<file path="config.mk">
export PLATFORM = sky130hd
export DESIGN_NAME = audio_ser_tx
export DESIGN_NICKNAME = d
export VERILOG_FILES = /design/src/rtl/audio_ser_tx.sv
export SDC_FILE = /design/constraint.sdc
export NUM_CORES = 1
export LEC_CHECK = 0
export CORE_MARGIN = 2
export CORE_UTILIZATION = 55
export CTS_BUF_LIST = sky130_fd_sc_hd__clkbuf_4 sky130_fd_sc_hd__clkbuf_8
export CTS_CLUSTER_SIZE = 10
export DETAILED_ROUTE_END_ITERATION = 10
export DONT_BUFFER_PORTS = 1
export PLACE_DENSITY = 0.81
export SYNTH_ARGS = -nofsm -noshare
export SYNTH_HDL_FRONTEND = slang
export SYNTH_SLANG_ARGS = --single-unit
</file>
<file path="constraint.sdc">
create_clock -name clk -period 9.7 [get_ports clk]
set_input_delay 1.94 -clock clk [delete_from_list [all_inputs] [get_ports clk]]
set_output_delay 1.94 -clock clk [all_outputs]
set_load 0.005 [all_outputs]
</file>
<file path="src/rtl/audio_ser_tx.sv">
module audio_ser_tx #(
  parameter int DW = 24,
  parameter int MCLK_PER_BIT = 4,
  parameter int HALF_BITS = 32,
  parameter int SLOT_W = 7
) (
  input  logic          clk,
  input  logic          rst_n,
  input  logic          pdn,
  input  logic          fmt_i2s,
  input  logic          slave,
  input  logic [DW-1:0] smp_l,
  input  logic [DW-1:0] smp_r,
  input  logic          smp_vld,
  input  logic          bclk_i,
  input  logic          lrck_i,
  output logic          bclk_o,
  output logic          lrck_o,
  output logic          clk_oe,
  output logic          sdata
);
  localparam int DVW = $clog2(MCLK_PER_BIT * 2 * HALF_BITS);
  localparam int PW  = $clog2(MCLK_PER_BIT);

  logic [DVW-1:0]    dv;
  logic              b1, b2, l1;
  logic [DW-1:0]     pend_l, pend_r, hold_l, hold_r;
  logic              prev_left, sd_q;
  logic [SLOT_W-1:0] slot;

  wire [DVW-1:0] dv_nx = dv + 1'b1;

  // one cycle before the master bit clock falls, or just after the slave one fell
  wire fall     = slave ? (b2 & ~b1) : (&dv[PW-1:0]);
  wire left_now = slave ? (l1 ^ fmt_i2s) : ~dv_nx[DVW-1];
  wire new_half = left_now != prev_left;

  wire [SLOT_W-1:0] slot_nx = new_half ? '0 : ((&slot) ? slot : slot + 1'b1);
  wire [SLOT_W:0]   idx     = {1'b0, slot_nx} - {{SLOT_W{1'b0}}, fmt_i2s};

  wire [DW-1:0] word_l = (new_half && left_now) ? pend_l : hold_l;
  wire [DW-1:0] word   = left_now ? word_l : hold_r;
  wire [DW-1:0] wsh    = word << idx;

  assign bclk_o = dv[PW-1];
  assign lrck_o = dv[DVW-1] ^ ~fmt_i2s;
  assign clk_oe = ~slave;
  assign sdata  = sd_q & ~pdn;

  always_ff @(posedge clk or negedge rst_n) begin
    if (!rst_n) begin
      dv <= '0;
      {b1, b2, l1} <= 3'b110;
      {pend_l, pend_r, hold_l, hold_r} <= '0;
      prev_left <= 1'b1;
      slot <= '0;
      sd_q <= 1'b0;
    end else if (pdn) begin
      dv <= '0;
      {b1, b2, l1} <= 3'b110;
      {pend_l, pend_r, hold_l, hold_r} <= '0;
      prev_left <= 1'b1;
      slot <= '0;
      sd_q <= 1'b0;
    end else begin
      b1 <= bclk_i;
      b2 <= b1;
      l1 <= lrck_i;
      dv <= slave ? '0 : dv_nx;
      if (smp_vld) begin
        pend_l <= smp_l;
        pend_r <= smp_r;
      end
      if (fall) begin
        prev_left <= left_now;
        slot      <= slot_nx;
        sd_q      <= wsh[DW-1];
        if (new_half && left_now) begin
          hold_l <= pend_l;
          hold_r <= pend_r;
        end
      end
    end
  end
endmodule

</file>
==> results of run 1 <==
[final timing paths]
path / start / to / slack [ns] / depth (start not counted)
worst max-delay path: slave / sd_q / 3.84 / 14
worst min-delay path: hold_l[18] / hold_l[18] / 0.48 / 2
worst max register to register: dv[2] / sd_q / 4.75 / 15
min in group asynchronous: rst_n / dv[1] / 1.20 / 0
max in group asynchronous: rst_n / prev_left / 8.31 / 0
worst min register to register: hold_l[18] / hold_l[18] / 0.48 / 2
[metal layers]
layer  part of all wire (%)  vias up  global-route usage (%)
li1                       -     1815                       -
met2                     49      148                    35.3
met1                     44     1958                    30.5
met4                    1.5        0                    8.19
met3                    5.7       21                    5.75
met5                      0        -                       0
[state kept, by name (all words and copies together), names as in the netlist]
| signal | count |
|---|---|
| sd_q | 1 |
| pend_r | 24 |
| hold_l | 24 |
| b2 | 1 |
| b1 | 1 |
| dv | 8 |
| hold_r | 24 |
| prev_left | 1 |
| l1 | 1 |
| slot | 7 |
| pend_l | 24 |
[cells by family after synthesis]
group	share of synthesized area, %
multiplexers	14.6
buffers and inverters	3.21
AO/OA/AOI/OAI	15.5
AND/OR/NAND/NOR	11.9
XOR/XNOR	2.17
adder cells (fa/ha/maj)	1.11
flip-flops	51.5
[synth_stat cells, drive strengths merged, types with 2 or more instances]
cell and number:
dfrtp 113, nor2 79, mux2i 56, a22o 44
nand2 24, a21oi 23, clkbuf 23, o21ai 16
nor2b 14, buf 11, inv 10, mux4 8
xnor2 8, mux2 7, nand3 6, xor2 6
ha 5, nor3 5, a211o 4, a21o 4
o211ai 4, or2 4, a211oi 3, and3 3
dfstp 3, nand4 3, o21bai 3, a311oi 2
and2 2, o211a 2, o31ai 2
[per-stage QoR]
step	area (um^2)	instances	util, %	power [mW]	worst slack [ns]
after floorplan	5640	513	-	0.637	4.35
after global placement	5710	616	57.9	0.649	3.55
after detailed placement	5710	616	57.9	0.656	3.41
after CTS	6140	648	62.3	1.14	3.91
after global routing	6140	648	62.3	1.18	3.53
final	6140	648	62.3	1.13	3.84
[power breakdown]
part | internal [mW] | switching, mW | total, mW
Combinational | 0.0568 | 0.0701 | 0.127
Sequential | 0.505 | 0.0168 | 0.522
Clock | 0.289 | 0.197 | 0.486
[critical path, stage by stage]
cell,delay (ns)
or4_1,0.51
nand3_1,0.41
inv_2,0.24
ha_1,0.44
o211a_1,0.19
nor2_1,0.16
ha_1,0.20
inv_1,0.07
xnor2_1,0.85
mux2_2,0.43
mux4_2,0.44
nand2_1,0.08
o211a_1,0.16
a221oi_2,0.04
[final cells by class]
class,instances,area (um^2),area share [%]
Tap cell,133,166,2.71
Sequential cell,116,2910,47.3
Multi-Input combinational cell,353,2570,41.8
Clock inverter,13,181,2.95
Inverter,10,37.5,0.611
Timing Repair Buffer,4,30.0,0.489
Clock buffer,19,255,4.15
==> results_dict.tcl, run 1 <==
set metrics [dict create \
    irDropWorstVdd_mv 0.0909 \
    clk_root_buffer_cell "clkbuf_8" \
    drt_pre_antenna_iters 5 \
    maxCapViolCount 0 \
    layout.nets 563 \
    antenna_left 0 \
    synth_top_area_share_pct 50.1 \
    grt-ovfl-total 0 \
    cts_resized 0 \
    cts_buffer_depth 2 \
    ys_seq_elements 116 \
    core_area_um2 9860 \
    start_util_pct 57.2 \
    yosysTopAreaCell "dfrtp_1" \
    final_layout_size_suffix_gt1_share_pct 13.0 \
    post-route-min-period_ns 5.86 \
    tightest_slew_ns 1.07 \
    worstSetupPathType "input port to register" \
    hp-class "register to register" \
    viasPerCell 6.08 \
    wl_per_cell_um 18.1 \
    synth_edf_count 0 \
    p_leak_nw 2.93 \
    cts-htree-levels 4 \
    power-per-cell-area_nw_per_um2 185 \
    cts_tree "built" \
    synthArstFlopShare_pct 100 \
    final_cell_mix "113 x dfrtp_1, 79 x nor2_1, 56 x mux2i_1" \
    vias 3942 \
    area_delta_synth_final_pct 8.87 \
    synth.distinct_cells 54 \
    yosys-top-cells-area "dfrtp_1 50%, mux2i_1 9.9%, a22o_1 6.8%" \
    antenna_cells 0 \
    timing.final.crit_share_pct 60.5 \
    rsz0062_at_grt "no" \
    grt_pass1_vias 3958 \
    hold_viol_final 0 \
    die_width_um 105 \
    path_max_fanout 13 \
    crit_required_ns 10.01 \
    fin_skew_ns 0.0126 \
    startpoint_type "input port" \
    io_pins 60 \
    worst_ep_arrival_time_ns 6.17 \
    netlist_area_um2 5640 \
    drcViolationCount 0 \
    synth_nets 574 \
    status "completed" \
    grt_util_all_layers_pct 22.5 \
    hold_slack_ns 0.479 \
    synth-seq-area-share_pct 51.5 \
    syn_inst 513 \
    cp-end-kind "register" \
    gp_congestion 0.888 \
    synth_ff_type "dfrtp_1" \
    die_h_um 105 \
    wirelength_um 11700 \
    grt_pass1_wl_um 19800 \
    die-area_um2 11100 \
    cts_hold_buffers 0 \
    drtIter0Drc 309 \
    final_common_cell "dfrtp_1" \
    relSlewSlack_pct 28.1 \
    fmax_mhz 171 \
    portBuffers 0 \
    cts_buffers 17 \
    yosysWarnings 0 \
    slew_violations 0 \
    tns_ns 0 \
    clk_latency_ns 0.43 \
    dpl.hpwl_um 7870 \
    fillers 718 \
    path_clk_slew_ns 0.08 \
    row_count 36 \
    syn_avg_cell_area_um2 11.0 \
    antenna_found_initial 0 \
    clkSinkCount 116 \
    final-setup-viol-count 0 \
    grt_max_degree 117 \
    post-cts-setup-buffer-count 0 \
]
Note: power is estimated with default switching activity, not from simulation.
==> inputs of run 2 (changes only) <==
--- a/config.mk
+++ b/config.mk
@@ -11,7 +11,7 @@
 export CTS_CLUSTER_SIZE = 10
 export DETAILED_ROUTE_END_ITERATION = 10
 export DONT_BUFFER_PORTS = 1
-export PLACE_DENSITY = 0.81
+export PLACE_DENSITY = 0.84
 export SYNTH_ARGS = -nofsm -noshare
 export SYNTH_HDL_FRONTEND = slang
 export SYNTH_SLANG_ARGS = --single-unit
==> constraint.sdc (replaced) <==
create_clock -name clk -period 5.04 [get_ports clk]
set_input_delay 1.008 -clock clk [delete_from_list [all_inputs] [get_ports clk]]
set_output_delay 1.008 -clock clk [all_outputs]
set_load 0.005 [all_outputs]
==> run 2 against run 1 <==
Net effect:
- combinational power rose by 96%
- flip-flop and latch count did not move
- worst setup slack got worse by 3.2 ns
- utilization barely moved
- global-route usage rose by 0.73 points
- clock-buffer cell count rose by 3
==> results_dict.tcl, run 2 (synthesized netlist as in run 1, its figures left out) <==
set metrics [dict create \
    die_width_um 105 \
    grt_max_degree 117 \
    grt_util_all_layers_pct 23.2 \
    wl_per_cell_um 18.7 \
    viasPerCell 6.10 \
    critPathMaxStageDelay_ns 0.88 \
    grt-ovfl-total 0 \
    tns_ns 0 \
    p_leak_nw 2.94 \
    core_area_um2 9860 \
    final_cell_mix "113 x dfrtp_1, 79 x nor2_1, 56 x mux2i_1" \
    path_buf_inv 2 \
    fillers 757 \
    cp_top_family "simple AND/OR/NAND/NOR gates" \
    hp-class "input port to async pin" \
    final-setup-viol-count 0 \
    cts_resized 0 \
    row_count 36 \
    path_cells "or4_1 > nand3_1 > inv_2 > ha_1 > o211a_1 > nor2_1 > ha_1 > inv_1 > xnor2_1 > mux4_2 > mux4_2 > nand2_1 > o211a_1 > a221oi_2" \
    post-cts-setup-buffer-count 0 \
    gr-usage-met1_pct 30.7 \
    cts_hold_buffers 0 \
    antenna_found_initial 0 \
    use_met3_pct 6.74 \
    status "completed" \
    final_common_cell "dfrtp_1" \
    path_clk_slew_ns 0.07 \
    hold_viol_final 0 \
    drtIter0Drc 305 \
    layout.nets 565 \
    post-route-min-period_ns 4.43 \
    io_pins 60 \
    dpl.hpwl_um 8060 \
    cts_buffers 17 \
    startpoint_type "input port" \
    grt_pass1_vias 3974 \
    placedInstanceArea_um2 5720 \
    clk_root_buffer_cell "clkbuf_8" \
    fmax_mhz 226 \
    final_cell_area_um2 6140 \
    cts-htree-levels 4 \
    rsz0062_at_grt "no" \
    drcViolationCount 0 \
    vias 3960 \
    crit_required_ns 5.35 \
    cts_tree "built" \
    path_max_fanout 11 \
    irDropWorstVdd_mv 0.203 \
    clk_latency_ns 0.44 \
    multiInputGateArea_um2 2570 \
    grt_busiest_layer "met2" \
    regArea_um2 2910 \
    tightest_slew_ns 1.11 \
    cp-end-kind "register" \
    portBuffers 0 \
    maxCapViolCount 0 \
    clkSinkCount 116 \
    die_h_um 105 \
    final_layout_size_suffix_gt1_share_pct 13.2 \
    drt_pre_antenna_iters 4 \
    gp_congestion 0.871 \
    power-per-cell-area_nw_per_um2 351 \
    slew_violations 0 \
    grt_pass1_wl_um 20100 \
    worstSetupPathType "input port to register" \
    worst_ep_arrival_time_ns 4.74 \
    antenna_left 0 \
    area_delta_synth_final_pct 8.89 \
    fin_skew_ns 0.00941 \
    start_util_pct 57.2 \
    wirelength_um 12200 \
    timing.final.crit_share_pct 87.8 \
    antenna_cells 0 \
    met2_usage_pct 34.8 \
    die-area_um2 11100 \
    relSlewSlack_pct 25.2 \
    cts_buffer_depth 2 \
    slowest_stage "xnor2_1" \
]
-- run 2: where the power goes --
part	switching [mW]	internal, mW	total (mW)
Clock	0.362	0.541	0.903
Combinational	0.138	0.111	0.249
Sequential	0.0329	0.973	1.01
-- run 2: layout make-up --
| class | instances | share of cell area, % |
|---|---|---|
| sequential | 116 | 47.3 |
| timing repair buffer | 6 | 0.733 |
| multi-input combinational | 353 | 41.8 |
| inverter | 10 | 0.611 |
| clock inverter | 9 | 2.06 |
| tap | 133 | 2.71 |
| clock buffer | 22 | 4.83 |
-- run 2: worst paths after layout --
kind | slack (ns) | depth (start not counted) | end | start
min in group clk | 0.47 | 2 | hold_l[21] | hold_l[21]
max | 0.61 | 14 | sd_q | slave
min reg2reg | 0.47 | 2 | hold_l[21] | hold_l[21]
min | 0.26 | 0 | dv[1] | rst_n
max in group asynchronous | 4.61 | 0 | b2 | rst_n
max reg2reg | 0.63 | 15 | sd_q | dv[2]
-- run 2: routing by layer --
layer,routed length [um],vias to the layer above
li1,-,1829
met1,5170,1951
met2,5790,150
met3,811,30
met4,377,0
met5,0,-
-- run 2: metrics by stage --
stage	power (mW)	cells	utilization (%)	setup slack, ns	hold WS [ns]
floorplan	1.23	513	-	0.625	0.442
global placement	1.25	618	58.0	0.343	0.455
detailed placement	1.27	618	58.0	0.194	0.463
CTS	2.17	649	62.3	0.652	0.240
global route	2.25	649	62.3	0.377	0.235
finish	2.16	649	62.3	0.614	0.255
==> inputs of run 3 (changes only) <==
--- a/config.mk
+++ b/config.mk
@@ -5,13 +5,14 @@
 export SDC_FILE = /design/constraint.sdc
 export NUM_CORES = 1
 export LEC_CHECK = 0
+export ABC_CLOCK_PERIOD_IN_PS = 4800
 export CORE_MARGIN = 2
 export CORE_UTILIZATION = 55
 export CTS_BUF_LIST = sky130_fd_sc_hd__clkbuf_4 sky130_fd_sc_hd__clkbuf_8
 export CTS_CLUSTER_SIZE = 10
 export DETAILED_ROUTE_END_ITERATION = 10
 export DONT_BUFFER_PORTS = 1
-export PLACE_DENSITY = 0.84
+export PLACE_DENSITY = 0.81
 export SYNTH_ARGS = -nofsm -noshare
 export SYNTH_HDL_FRONTEND = slang
 export SYNTH_SLANG_ARGS = --single-unit
==> constraint.sdc (replaced) <==
create_clock -name clk -period 4.8 [get_ports clk]
set_input_delay 0.96 -clock clk [delete_from_list [all_inputs] [get_ports clk]]
set_output_delay 0.96 -clock clk [all_outputs]
set_load 0.005 [all_outputs]
==> run 3 against run 2 <==
Net effect:
- register-to-register slack improved by 0.16 ns
- wire length fell by 1.2%
- power rose by 2.3%
- hold slack got worse by 0.041 ns
- largest power group unchanged
- clock power fell by 1%
- sequential share of layout area barely moved
- sequential power rose by 4%
- via count fell by 0.35%
- critical endpoint unchanged
- worst setup slack improved by 0.18 ns
==> results_dict.tcl, run 3 (synthesized netlist as in run 1, its figures left out) <==
set metrics [dict create \
    status "completed" \
    final_cell_mix "113 x dfrtp_1, 79 x nor2_1, 56 x mux2i_1" \
    path_clk_slew_ns 0.07 \
    worstSetupPathType "register to register" \
    layout.nets 568 \
    grt-ovfl-total 0 \
    crit_required_ns 5.10 \
    critPathMaxStageDelay_ns 0.55 \
    final_common_cell "dfrtp_1" \
    tightest_slew_ns 0.847 \
    post-cts-setup-buffer-count 0 \
    antenna_left 0 \
    path_cells "nand4_1 > or4_1 > nand3_1 > inv_2 > ha_1 > o211a_1 > nor2_1 > ha_1 > inv_1 > xnor2_1 > mux2_2 > mux4_2 > nand2_1 > o211a_1 > a221oi_2" \
    gp_congestion 0.880 \
    viasPerCell 6.04 \
    clk_root_buffer_cell "clkbuf_8" \
    wirelength_um 12000 \
    clk_latency_ns 0.43 \
    grt_max_degree 117 \
    hp-class "input port to async pin" \
    irDropWorstVdd_mv 0.253 \
    drt_pre_antenna_iters 4 \
    cts_buffer_depth 2 \
    cp.depth 15 \
    timing.final.crit_share_pct 83.5 \
    relSlewSlack_pct 43.5 \
    fmax_mhz 250 \
    die-area_um2 11100 \
    antenna_cells 0 \
    hold_slack_ns 0.214 \
    startpoint_type "register" \
    r2r_slack_ns 0.79 \
    area_delta_synth_final_pct 8.91 \
    cts-htree-levels 4 \
    grt_util_all_layers_pct 23.4 \
    cts_resized 0 \
    reg2reg_from "dv[2]" \
    grt_pass1_wl_um 20200 \
    rsz0062_at_grt "no" \
    wl_per_cell_um 18.4 \
    grt_pass1_vias 3948 \
    maxCapViolCount 0 \
    drtIter0Drc 257 \
    portBuffers 0 \
    worst_ep_arrival_time_ns 4.31 \
    slowest_stage "xnor2_1" \
    cts_buffers 17 \
    path_max_fanout 7 \
    cts_tree "built" \
    die_h_um 105 \
    final-setup-viol-count 0 \
    fillers 753 \
    hold_viol_final 0 \
    row_count 36 \
    power-per-cell-area_nw_per_um2 359 \
    drcViolationCount 0 \
    clkSinkCount 116 \
    vias 3946 \
    cp_top_family "simple AND/OR/NAND/NOR gates" \
    reg2reg_to "sd_q" \
    p_leak_nw 2.93 \
    cp-end-kind "register" \
    antenna_found_initial 0 \
    worstSetupStartpoint "dv[2]" \
    cts_hold_buffers 0 \
    cp-endpoint "sd_q" \
    fin_skew_ns 0.00738 \
    start_util_pct 57.2 \
    slew_violations 0 \
    ff2ff_path_depth 15 \
    path_buf_inv 2 \
    final_layout_size_suffix_gt1_share_pct 13.8 \
    core_area_um2 9860 \
    dpl.hpwl_um 8030 \
    io_pins 60 \
    die_width_um 105 \
    post-route-min-period_ns 4.01 \
    tns_ns 0 \
]
## run 3: worst reg2reg max path, stage by stage, from the launching register on
cell,delay (ns)
dfrtp_1,0.42
nand4_1,0.16
or4_1,0.48
nand3_1,0.13
inv_2,0.05
ha_1,0.35
o211a_1,0.18
nor2_1,0.15
ha_1,0.20
inv_1,0.07
xnor2_1,0.55
mux2_2,0.42
mux4_2,0.44
nand2_1,0.08
o211a_1,0.16
a221oi_2,0.04
## run 3: how the worst min path moves through the flow
stage / from / end / slack, ns / cells after the start
global placement: hold_l[19] / hold_l[19] / 0.45 / 2
finish: rst_n / dv[1] / 0.21 / 0
detailed placement: hold_l[23] / hold_l[23] / 0.46 / 2
floorplan: hold_l[15] / hold_l[15] / 0.44 / 2
global route: rst_n / dv[1] / 0.18 / 0
CTS: rst_n / dv[1] / 0.20 / 0
## run 3: area by class of cell
class | count | area, um^2 | area share (%)
sequential | 116 | 2910 | 47.3
clock buffer | 18 | 248 | 4.03
multi-input combinational | 353 | 2570 | 41.8
timing repair buffer | 9 | 67.6 | 1.10
inverter | 10 | 37.5 | 0.611
tap | 133 | 166 | 2.71
clock inverter | 14 | 154 | 2.50
## run 3: report_power, final
| group | total [mW] | internal, mW | switching [mW] | leakage, nW |
|---|---|---|---|---|
| Combinational | 0.261 | 0.119 | 0.141 | 1.17 |
| Sequential | 1.05 | 1.02 | 0.0338 | 1.57 |
| Clock | 0.892 | 0.479 | 0.414 | 0.196 |
| Total | 2.21 | 1.62 | 0.589 | 2.93 |
## run 3: per-layer routing
layer | global-route usage, % | part of all wire [%] | up-vias
met5 | 0 | 0 | -
met4 | 10.1 | 2.8 | 0
met3 | 6.25 | 5.1 | 27
met2 | 35.2 | 48 | 120
met1 | 32.0 | 44 | 1963
li1 | - | - | 1836
## run 3: stage by stage
stage          total power, mW  utilization (%)  instance area [um^2]  worst slack (ns)  instances
2_1_floorplan             1.29                -                  5640             0.433        513
3_3_place_gp              1.32             58.2                  5740             0.437        621
3_5_place_dp              1.33             58.2                  5740             0.360        621
4_1_cts                   2.22             62.3                  6150             0.784        653
5_1_grt                   2.31             62.3                  6150             0.405        653
6_report                  2.21             62.3                  6150             0.793        653
